File: src/rtl/dma_seq_pkg.sv
package dma_seq_pkg;
  typedef enum logic [1:0] {
    DIR_VERIFY   = 2'b00,
    DIR_TO_MEM   = 2'b01,
    DIR_FROM_MEM = 2'b10,
    DIR_RSVD     = 2'b11
  } dir_e;
endpackage

File: src/rtl/dma_seq_regs.sv
module dma_seq_regs #(
  parameter int ADDR_W = 16,
  parameter int CNT_W  = 16,
  parameter int PAGE_W = 8
) (
  input  logic                 clk,
  input  logic                 rst_n,
  input  logic                 ld,
  input  logic [ADDR_W-1:0]    ld_addr,
  input  logic [CNT_W-1:0]     ld_cnt,
  input  logic [PAGE_W-1:0]    ld_page,
  input  logic                 ld_auto,
  input  dma_seq_pkg::dir_e    ld_dir,
  input  logic                 ld_casc,
  input  logic                 step,
  output logic [ADDR_W-1:0]    cur_addr,
  output logic [CNT_W-1:0]     cur_cnt,
  output logic [PAGE_W-1:0]    page,
  output logic                 auto_en,
  output dma_seq_pkg::dir_e    dir,
  output logic                 casc,
  output logic                 cnt_zero
);
  logic [ADDR_W-1:0] base_addr;
  logic [CNT_W-1:0]  base_cnt;
  logic              reload_ev;
  logic              adv_ev;

  function automatic logic [ADDR_W-1:0] addr_next(input logic [ADDR_W-1:0] a);
    return a + ADDR_W'(1);
  endfunction

  function automatic logic [CNT_W-1:0] cnt_next(input logic [CNT_W-1:0] c);
    return c - CNT_W'(1);
  endfunction

  assign cnt_zero  = (cur_cnt == '0);
  assign reload_ev = step && cnt_zero && auto_en;
  assign adv_ev    = step && !reload_ev;

  always_ff @(posedge clk or negedge rst_n) begin
    if (!rst_n) begin
      base_addr <= '0;
      base_cnt  <= '0;
      cur_addr  <= '0;
      cur_cnt   <= '0;
      page      <= '0;
      auto_en   <= 1'b0;
      dir       <= dma_seq_pkg::DIR_VERIFY;
      casc      <= 1'b0;
    end else if (ld) begin
      base_addr <= ld_addr;
      base_cnt  <= ld_cnt;
      cur_addr  <= ld_addr;
      cur_cnt   <= ld_cnt;
      page      <= ld_page;
      auto_en   <= ld_auto;
      dir       <= ld_dir;
      casc      <= ld_casc;
    end else if (reload_ev) begin
      cur_addr  <= base_addr;
      cur_cnt   <= base_cnt;
    end else if (adv_ev) begin
      cur_addr  <= addr_next(cur_addr);
      cur_cnt   <= cnt_next(cur_cnt);
    end
  end

  a_r3_addr_step: assert property (@(posedge clk) disable iff (!rst_n)
    adv_ev && !ld |=> cur_addr == ADDR_W'($past(cur_addr) + ADDR_W'(1)));
  a_r3_cnt_step: assert property (@(posedge clk) disable iff (!rst_n)
    adv_ev && !ld |=> cur_cnt == CNT_W'($past(cur_cnt) - CNT_W'(1)));
  a_r5_reload: assert property (@(posedge clk) disable iff (!rst_n)
    reload_ev && !ld |=> cur_cnt == base_cnt && cur_addr == base_addr);
  a_r12_load_wins: assert property (@(posedge clk) disable iff (!rst_n)
    ld |=> cur_cnt == $past(ld_cnt) && cur_addr == $past(ld_addr));
endmodule

File: src/rtl/dma_seq_ctrl.sv
module dma_seq_ctrl (
  input  logic              clk,
  input  logic              rst_n,
  input  logic              dreq,
  input  logic              grant,
  input  logic              msk_set,
  input  logic              msk_clr,
  input  logic              cnt_zero,
  input  logic              auto_en,
  input  dma_seq_pkg::dir_e dir,
  input  logic              casc,
  output logic              xfer,
  output logic              tc,
  output logic              mem_wr,
  output logic              mem_rd,
  output logic              casc_req,
  output logic              masked
);
  logic open_ev;
  logic self_mask_ev;

  assign open_ev      = dreq && !masked;
  assign xfer         = open_ev && grant && !casc;
  assign casc_req     = open_ev && casc;
  assign tc           = xfer && cnt_zero;
  assign self_mask_ev = tc && !auto_en;
  assign mem_wr       = xfer && (dir == dma_seq_pkg::DIR_TO_MEM);
  assign mem_rd       = xfer && (dir == dma_seq_pkg::DIR_FROM_MEM);

  always_ff @(posedge clk or negedge rst_n) begin
    if (!rst_n)                       masked <= 1'b1;
    else if (msk_set || self_mask_ev) masked <= 1'b1;
    else if (msk_clr)                 masked <= 1'b0;
  end

  a_r6_tc_masks: assert property (@(posedge clk) disable iff (!rst_n)
    tc && !auto_en |=> masked);
  a_r5_auto_open: assert property (@(posedge clk) disable iff (!rst_n)
    tc && auto_en && !msk_set |=> !masked);
  a_r2_masked_idle: assert property (@(posedge clk) disable iff (!rst_n)
    masked |-> !xfer && !casc_req);
  a_r4_tc_on_xfer: assert property (@(posedge clk) disable iff (!rst_n)
    tc |-> xfer);
  a_r7_one_strobe: assert property (@(posedge clk) disable iff (!rst_n)
    $onehot0({mem_wr, mem_rd}));
  a_r8_casc_quiet: assert property (@(posedge clk) disable iff (!rst_n)
    casc |-> !xfer && !mem_wr && !mem_rd);
endmodule

File: src/rtl/dma_seq_addr.sv
module dma_seq_addr #(
  parameter int ADDR_W    = 16,
  parameter int CNT_W     = 16,
  parameter int PAGE_W    = 8,
  parameter bit WORD_MODE = 1'b0,
  localparam int MA_W     = PAGE_W + ADDR_W,
  localparam int RES_W    = CNT_W + 2
) (
  input  logic              clk,
  input  logic              rst_n,
  input  logic [ADDR_W-1:0] cur_addr,
  input  logic [CNT_W-1:0]  cur_cnt,
  input  logic [PAGE_W-1:0] page,
  output logic [MA_W-1:0]   mem_addr,
  output logic [RES_W-1:0]  residue
);
  function automatic logic [CNT_W:0] left_of(input logic [CNT_W-1:0] c);
    return {1'b0, c} + (CNT_W+1)'(1);
  endfunction

  logic [CNT_W:0] remain;
  assign remain = left_of(cur_cnt);

  generate
    if (WORD_MODE) begin : g_word
      logic unused_pg0;
      assign unused_pg0 = page[0];
      assign mem_addr   = {page[PAGE_W-1:1], cur_addr, 1'b0};
      assign residue    = {remain, 1'b0};
      a_r10_word_even: assert property (@(posedge clk) disable iff (!rst_n)
        mem_addr[0] == 1'b0);
    end else begin : g_byte
      assign mem_addr = {page, cur_addr};
      assign residue  = {1'b0, remain};
    end
  endgenerate

  a_r11_residue_nonzero: assert property (@(posedge clk) disable iff (!rst_n)
    residue != '0);
endmodule

File: src/rtl/dma_xfer_seq.sv
module dma_xfer_seq #(
  parameter int ADDR_W    = 16,
  parameter int CNT_W     = 16,
  parameter int PAGE_W    = 8,
  parameter bit WORD_MODE = 1'b0,
  localparam int MA_W     = PAGE_W + ADDR_W,
  localparam int RES_W    = CNT_W + 2
) (
  input  logic              clk,
  input  logic              rst_n,
  input  logic              ld,
  input  logic [ADDR_W-1:0] ld_addr,
  input  logic [CNT_W-1:0]  ld_cnt,
  input  logic [PAGE_W-1:0] ld_page,
  input  logic              ld_auto,
  input  logic [1:0]        ld_dir,
  input  logic              ld_casc,
  input  logic              msk_set,
  input  logic              msk_clr,
  input  logic              dreq,
  input  logic              grant,
  output logic              xfer,
  output logic              tc,
  output logic              mem_wr,
  output logic              mem_rd,
  output logic [MA_W-1:0]   mem_addr,
  output logic              casc_req,
  output logic              masked,
  output logic [RES_W-1:0]  residue
);
  logic [ADDR_W-1:0] cur_addr;
  logic [CNT_W-1:0]  cur_cnt;
  logic [PAGE_W-1:0] page;
  logic              auto_en;
  dma_seq_pkg::dir_e dir;
  logic              casc;
  logic              cnt_zero;

  dma_seq_regs #(.ADDR_W(ADDR_W), .CNT_W(CNT_W), .PAGE_W(PAGE_W)) u_regs (
    .clk(clk), .rst_n(rst_n), .ld(ld), .ld_addr(ld_addr), .ld_cnt(ld_cnt),
    .ld_page(ld_page), .ld_auto(ld_auto), .ld_dir(dma_seq_pkg::dir_e'(ld_dir)),
    .ld_casc(ld_casc), .step(xfer), .cur_addr(cur_addr), .cur_cnt(cur_cnt),
    .page(page), .auto_en(auto_en), .dir(dir), .casc(casc), .cnt_zero(cnt_zero)
  );

  dma_seq_ctrl u_ctrl (
    .clk(clk), .rst_n(rst_n), .dreq(dreq), .grant(grant), .msk_set(msk_set),
    .msk_clr(msk_clr), .cnt_zero(cnt_zero), .auto_en(auto_en), .dir(dir),
    .casc(casc), .xfer(xfer), .tc(tc), .mem_wr(mem_wr), .mem_rd(mem_rd),
    .casc_req(casc_req), .masked(masked)
  );

  dma_seq_addr #(.ADDR_W(ADDR_W), .CNT_W(CNT_W), .PAGE_W(PAGE_W),
                 .WORD_MODE(WORD_MODE)) u_addr (
    .clk(clk), .rst_n(rst_n), .cur_addr(cur_addr), .cur_cnt(cur_cnt),
    .page(page), .mem_addr(mem_addr), .residue(residue)
  );
endmodule

File: config.mk
export PLATFORM = sky130hd
export DESIGN_NAME = dma_xfer_seq
export DESIGN_NICKNAME = d
export VERILOG_FILES = /design/src/rtl/dma_seq_pkg.sv /design/src/rtl/dma_seq_regs.sv /design/src/rtl/dma_seq_ctrl.sv /design/src/rtl/dma_seq_addr.sv /design/src/rtl/dma_xfer_seq.sv
export SDC_FILE = /design/constraint.sdc
export NUM_CORES = 1
export LEC_CHECK = 0
export BUFFER_PORTS_ARGS = -buffer_cell sky130_fd_sc_hd__buf_2
export CORE_ASPECT_RATIO = 1.25
export CORE_MARGIN = 3
export CORE_UTILIZATION = 55
export CTS_BUF_LIST = sky130_fd_sc_hd__clkbuf_8 sky130_fd_sc_hd__clkbuf_16
export DETAILED_ROUTE_END_ITERATION = 10
export PLACE_DENSITY = 0.83
export SLEW_MARGIN = 20
export SYNTH_ARGS = -nofsm -noshare
export SYNTH_HDL_FRONTEND = slang
export SYNTH_SLANG_ARGS = --single-unit
File: constraint.sdc
create_clock -name clk -period 2.7 [get_ports clk]
set_clock_uncertainty 0.05 [all_clocks]
set_input_delay 0.675 -clock clk [delete_from_list [all_inputs] [get_ports clk]]
set_output_delay 0.675 -clock clk [all_outputs]
set_load 0.005 [all_outputs]
Word-level counts from Yosys, hierarchy flattened --
Cells that the tools add are included.
Cells by class: reduce and logical (&&, ||, !) cells 18, $add $sub $neg 3, muxes and demuxes 8, equal/unequal tests 2
Operators with widths (count):
- $mux W16 | 6
- $add A16 B1 Y17 const B | 1
- $add A16 B1 Y16 const B | 1
- $logic_not A16 Y1 | 1
- $sub A16 B1 Y16 const B | 1
- $logic_and A1 B1 Y1 | 10
- $logic_not A1 Y1 | 4
- $reduce_bool A3 Y1 | 1
- $eq A2 B1 Y1 const B | 1
- $eq A2 B2 Y1 const B | 1
- $mux W1 | 2
- $reduce_bool A2 Y1 | 1
- $logic_or A1 B1 Y1 | 1
Storage, ports and cells: bits of input ports 51, register bits after elaboration 77

Depth between registers and ports, before layout --
word-level depth 11, depth in mapped cells 9, gate-level depth less buffers 7

By module --
A second synthesis with hierarchy kept.
Second synthesis, totals: cells, all modules 436, area, all modules 4443.0 µm²
Modules (own cells, without submodules):
- dma_seq_regs | area an instance 3828.7 µm², times used 1, cells each 357, seq. area each 1901.8 µm²
- dma_seq_addr | area an instance 514.2 µm², times used 1, cells each 70, seq. area each 0.0 µm²
- dma_seq_ctrl | area an instance 100.1 µm², times used 1, cells each 9, seq. area each 26.3 µm²

Worst setup path before layout --
No wires, ideal clock.
kind reg2out, start point register u_regs.cur_cnt[3], end point output port tc, arrival time 1.499 ns, slack 0.476 ns, buffers on the path 1, data required time 1.975 ns, stages on the path, launching flop included 6, cell sequence dfrtp_1 -> buf_6 -> or4_4 -> nor4_4 -> nand2_1 -> inv_1
On the way: longest elaborated chain between the ends 2
RTL lines:
- from (decl) | RTL line dma_seq_regs.sv:17 | output logic [CNT_W-1:0] cur_cnt,
- from (signal assigned) | RTL line dma_seq_regs.sv:55 | cur_cnt <= ld_cnt;
- from (signal assigned) | RTL line dma_seq_regs.sv:62 | cur_cnt <= base_cnt;
- from (signal assigned) | RTL line dma_seq_regs.sv:65 | cur_cnt <= cnt_next(cur_cnt);
- $logic_not A16 Y1 | RTL line dma_seq_regs.sv:37 | assign cnt_zero = (cur_cnt == '0);
- $logic_and A1 B1 Y1 | RTL line dma_seq_ctrl.sv:25 | assign tc = xfer && cnt_zero;
- to (decl) | RTL line dma_xfer_seq.sv:23 | output logic tc,
Every way passes these cells.

Worst setup path after layout --
start point register u_regs.cur_cnt[0], end point output port tc
Same word-level chain as after synthesis.

==> flow_summary.json <==
{
  "required_ns": 1.98,
  "yosys-top-cells-area": "dfrtp_1 (44%), o21ai_0 (6.0%), xnor2_1 (4.6%)",
  "maxCapViolations": 0,
  "synth-edff-count": 0,
  "num_vias": 3700,
  "cts.sinks": 77,
  "ff2ff_setup_slack_ns": 0.23,
  "overflow": 0,
  "h-tree-depth": 3,
  "drv_slew": 0,
  "rr_startpoint": "u_regs.cur_cnt[0]",
  "ir_worst_vdd_v": 0.000384,
  "nets": 616,
  "p_per_area_nw_per_um2": 525,
  "setup_viol_count_final": 0,
  "num_rows": 35,
  "arrival_ns": 1.85,
  "yosys-top-cells-count": "dfrtp_1 (76), nor2_1 (53), o21ai_0 (52), nand2_1 (46), inv_1 (36)",
  "die_area_sq_um": 9060,
  "outcome": "complete, no violations",
  "relSlewSlack": 0.407,
  "yosysSeqAreaShare": 0.441,
  "clock_path_buffers": 2,
  "hold_violations": 0,
  "drc": 0,
  "insertion_delay_ns": 0.35,
  "yosys_warnings": 0,
  "min_period_ns": 2.58,
  "ys_seq_elements": 77,
  "postCtsHoldBufs": 0,
  "grt_max_degree": 113,
  "numCtsBuffers": 9,
  "critical_path.endpoint": "tc",
  "avgSynthCellArea_sq_um": 9.20,
  "fin_setup_tns_ns": 0,
  "power_frac_clock": 0.307,
  "gp_congestion": 0.811,
  "synthFlopType": "dfrtp_1",
  "vias_per_cell": 5.63,
  "holdWs_ns": 0.232,
  "synth_area_leader_cell": "dfrtp_1",
  "seq_power_share": 0.516,
  "synthArstFlopShare": 1.00,
  "ios": 99,
  "grt_pass1_vias": 3707,
  "cts_tree": "built",
  "total_leakage_power_nw": 2.39,
  "setup.worst_path.start_class": "flip-flop",
  "clkTransAtPathRegs_ns": 0.08,
  "crit_type": "reg2out",
  "initial_core_util": 0.580,
  "grt_pass1_wl_um": 16800,
  "synth_top_cell_area_share": 0.435,
  "antenna_found_initial": 0,
  "tightest_slew_ns": 0.887,
  "root_buffer": "clkbuf_8",
  "place.detailed.hpwl_um": 7100,
  "utilization": 0.672,
  "core_sq_um": 7530,
  "min_path_type": "in2async",
  "grt_use_total": 0.230,
  "p_sw_mw": 0.760,
  "period_share": 0.954,
  "routedWlPerCell_um": 15.2,
  "areaGrowthSynthToFinish_pct": 15.7,
  "die_height_um": 106,
  "swShare": 0.286,
  "synth_cells": 475,
  "drt_iter0_markers": 233,
  "n_antenna_cell": 0,
  "routed_wl_um": 9980,
  "syn_area_sq_um": 4370,
  "power_frac_comb": 0.177,
  "die_w_um": 85.7,
  "dr.pass1.iters": 4,
  "crit_path_end_kind": "output pin",
  "port-buffer-count": 97,
  "yosysMostFrequentCell": "dfrtp_1",
  "setup.worst_path.start": "u_regs.cur_cnt[0]",
  "rr_endpoint": "u_regs.cur_cnt[11]",
  "max_freq_ghz": 0.388,
  "p_int_mw": 1.90,
  "cp_max_fo": 5,
  "synthesis.nets": 530,
  "yosys.cell_types.count": 57,
  "postRouteAntennaNets": 0,
  "reg2reg_depth": 8,
  "drive_above_1_share": 0.303
}
cells in the final DEF, fill, tap and decap left out, types with 3 or more instances in the layout:
cell type / Yosys / routed
nand3_1: 13 / 13
a21oi_1: 5 / 5
o41ai_2: 4 / 4
inv_1: 36 / 35
o31ai_1: 5 / 5
xor2_1: 10 / 10
clkbuf_8: 7 / 12
nor4_1: 4 / 4
nor3b_1: 4 / 4
nor3_1: 15 / 15
o21ai_0: 52 / 52
a22oi_1: 12 / 12
xnor2_1: 23 / 23
and3_1: 4 / 4
or4_4: 2 / 3
o22ai_1: 3 / 3
buf_4: 3 / 15
ha_1: 4 / 4
a21o_2: 4 / 4
mux2i_1: 7 / 7
dfrtp_2: 0 / 5
nand2_1: 46 / 46
buf_2: 2 / 95
nor2_1: 53 / 51
dfrtp_1: 76 / 71
nand4_1: 6 / 6
mux2_2: 14 / 14
per-stage QoR:
stage	power, mW	cell area, sq um	worst slack (ns)	cells
2_1_floorplan	1.67	4370	0.476	475
6_report	2.66	5060	0.123	657
3_5_place_dp	1.85	4810	0.232	637
5_1_grt	2.82	5060	-0.00182	657
4_1_cts	2.67	5010	0.00141	653
3_3_place_gp	1.83	4810	0.329	637
area by class of cell:
| type | count | area, sq um |
|---|---|---|
| well taps | 92 | 115 |
| flip-flops and latches | 77 | 1930 |
| inverters | 37 | 139 |
| fillers | 603 | 2470 |
| clock buffers | 12 | 165 |
| clock inverters | 3 | 20.0 |
| repair buffers | 112 | 628 |
| multi-input cells | 324 | 2060 |
critical path, cell delays in order, from the launching register on:
cell and delay [ns]:
dfrtp_2 0.45, inv_2 0.11, ha_1 0.15, or2b_2 0.31, nor4_4 0.23, nand2_1 0.10, inv_1 0.06, buf_2 0.10
timing repair:
| item | CTS | global route |
|---|---|---|
| pin swaps | 1 | 1 |
| gates cloned | 0 | 0 |
| resized for setup | 1 | 10 |
| endpoints found under the setup margin | 1 | 10 |
| setup buffers | 1 | 4 |
worst min path at each step:
stage               depth (start not counted)            from  slack, ns             end
floorplan                                   0           rst_n       0.33  u_regs.auto_en
global placement                            1  u_regs.page[0]       0.44  u_regs.page[0]
detailed placement                          1  u_regs.page[2]       0.44  u_regs.page[2]
CTS                                         1           rst_n       0.24  u_regs.page[4]
global route                                1           rst_n       0.25  u_regs.page[4]
finish                                      1           rst_n       0.23  u_regs.page[4]
kinds of logic (layout without fill, tap and decap cells):
kind of cell,Yosys count,after routing,synth area share
and+or+nand+nor,167,167,0.188
muxes,21,21,0.0521
other,1,1,0.000858
xor gates and xnor gates,33,33,0.0661
adders and majority gates,4,4,0.0115
AOI/OAI and AO/OA,98,98,0.148
buffers and inverters,74,164,0.0922
DFF,77,77,0.441
registers in the layout (all words and copies together), names as in the netlist:
name and cells:
u_ctrl.masked 1, u_regs.auto_en 1, u_regs.base_addr 16, u_regs.base_cnt 16
u_regs.casc 1, u_regs.cur_addr 16, u_regs.cur_cnt 16, u_regs.dir 2
u_regs.page 8
power groups by stage:
stage          registers (mW)  clock network [mW]  logic, mW
2_1_floorplan            1.35                   0      0.323
3_3_place_gp             1.38                   0      0.445
3_5_place_dp             1.39                   0      0.462
4_1_cts                  1.37               0.837      0.467
5_1_grt                  1.39               0.896      0.532
6_report                 1.37               0.815      0.472
per-layer routing:
metal / track usage / wire, um / vias up
met5: 0 / 0 / -
met4: 0.115 / 301 / 0
met3: 0.0383 / 520 / 30
met2: 0.381 / 5010 / 119
met1: 0.287 / 4150 / 1764
li1: - / - / 1787
No activity file was read; power rests on OpenSTA's default activity.
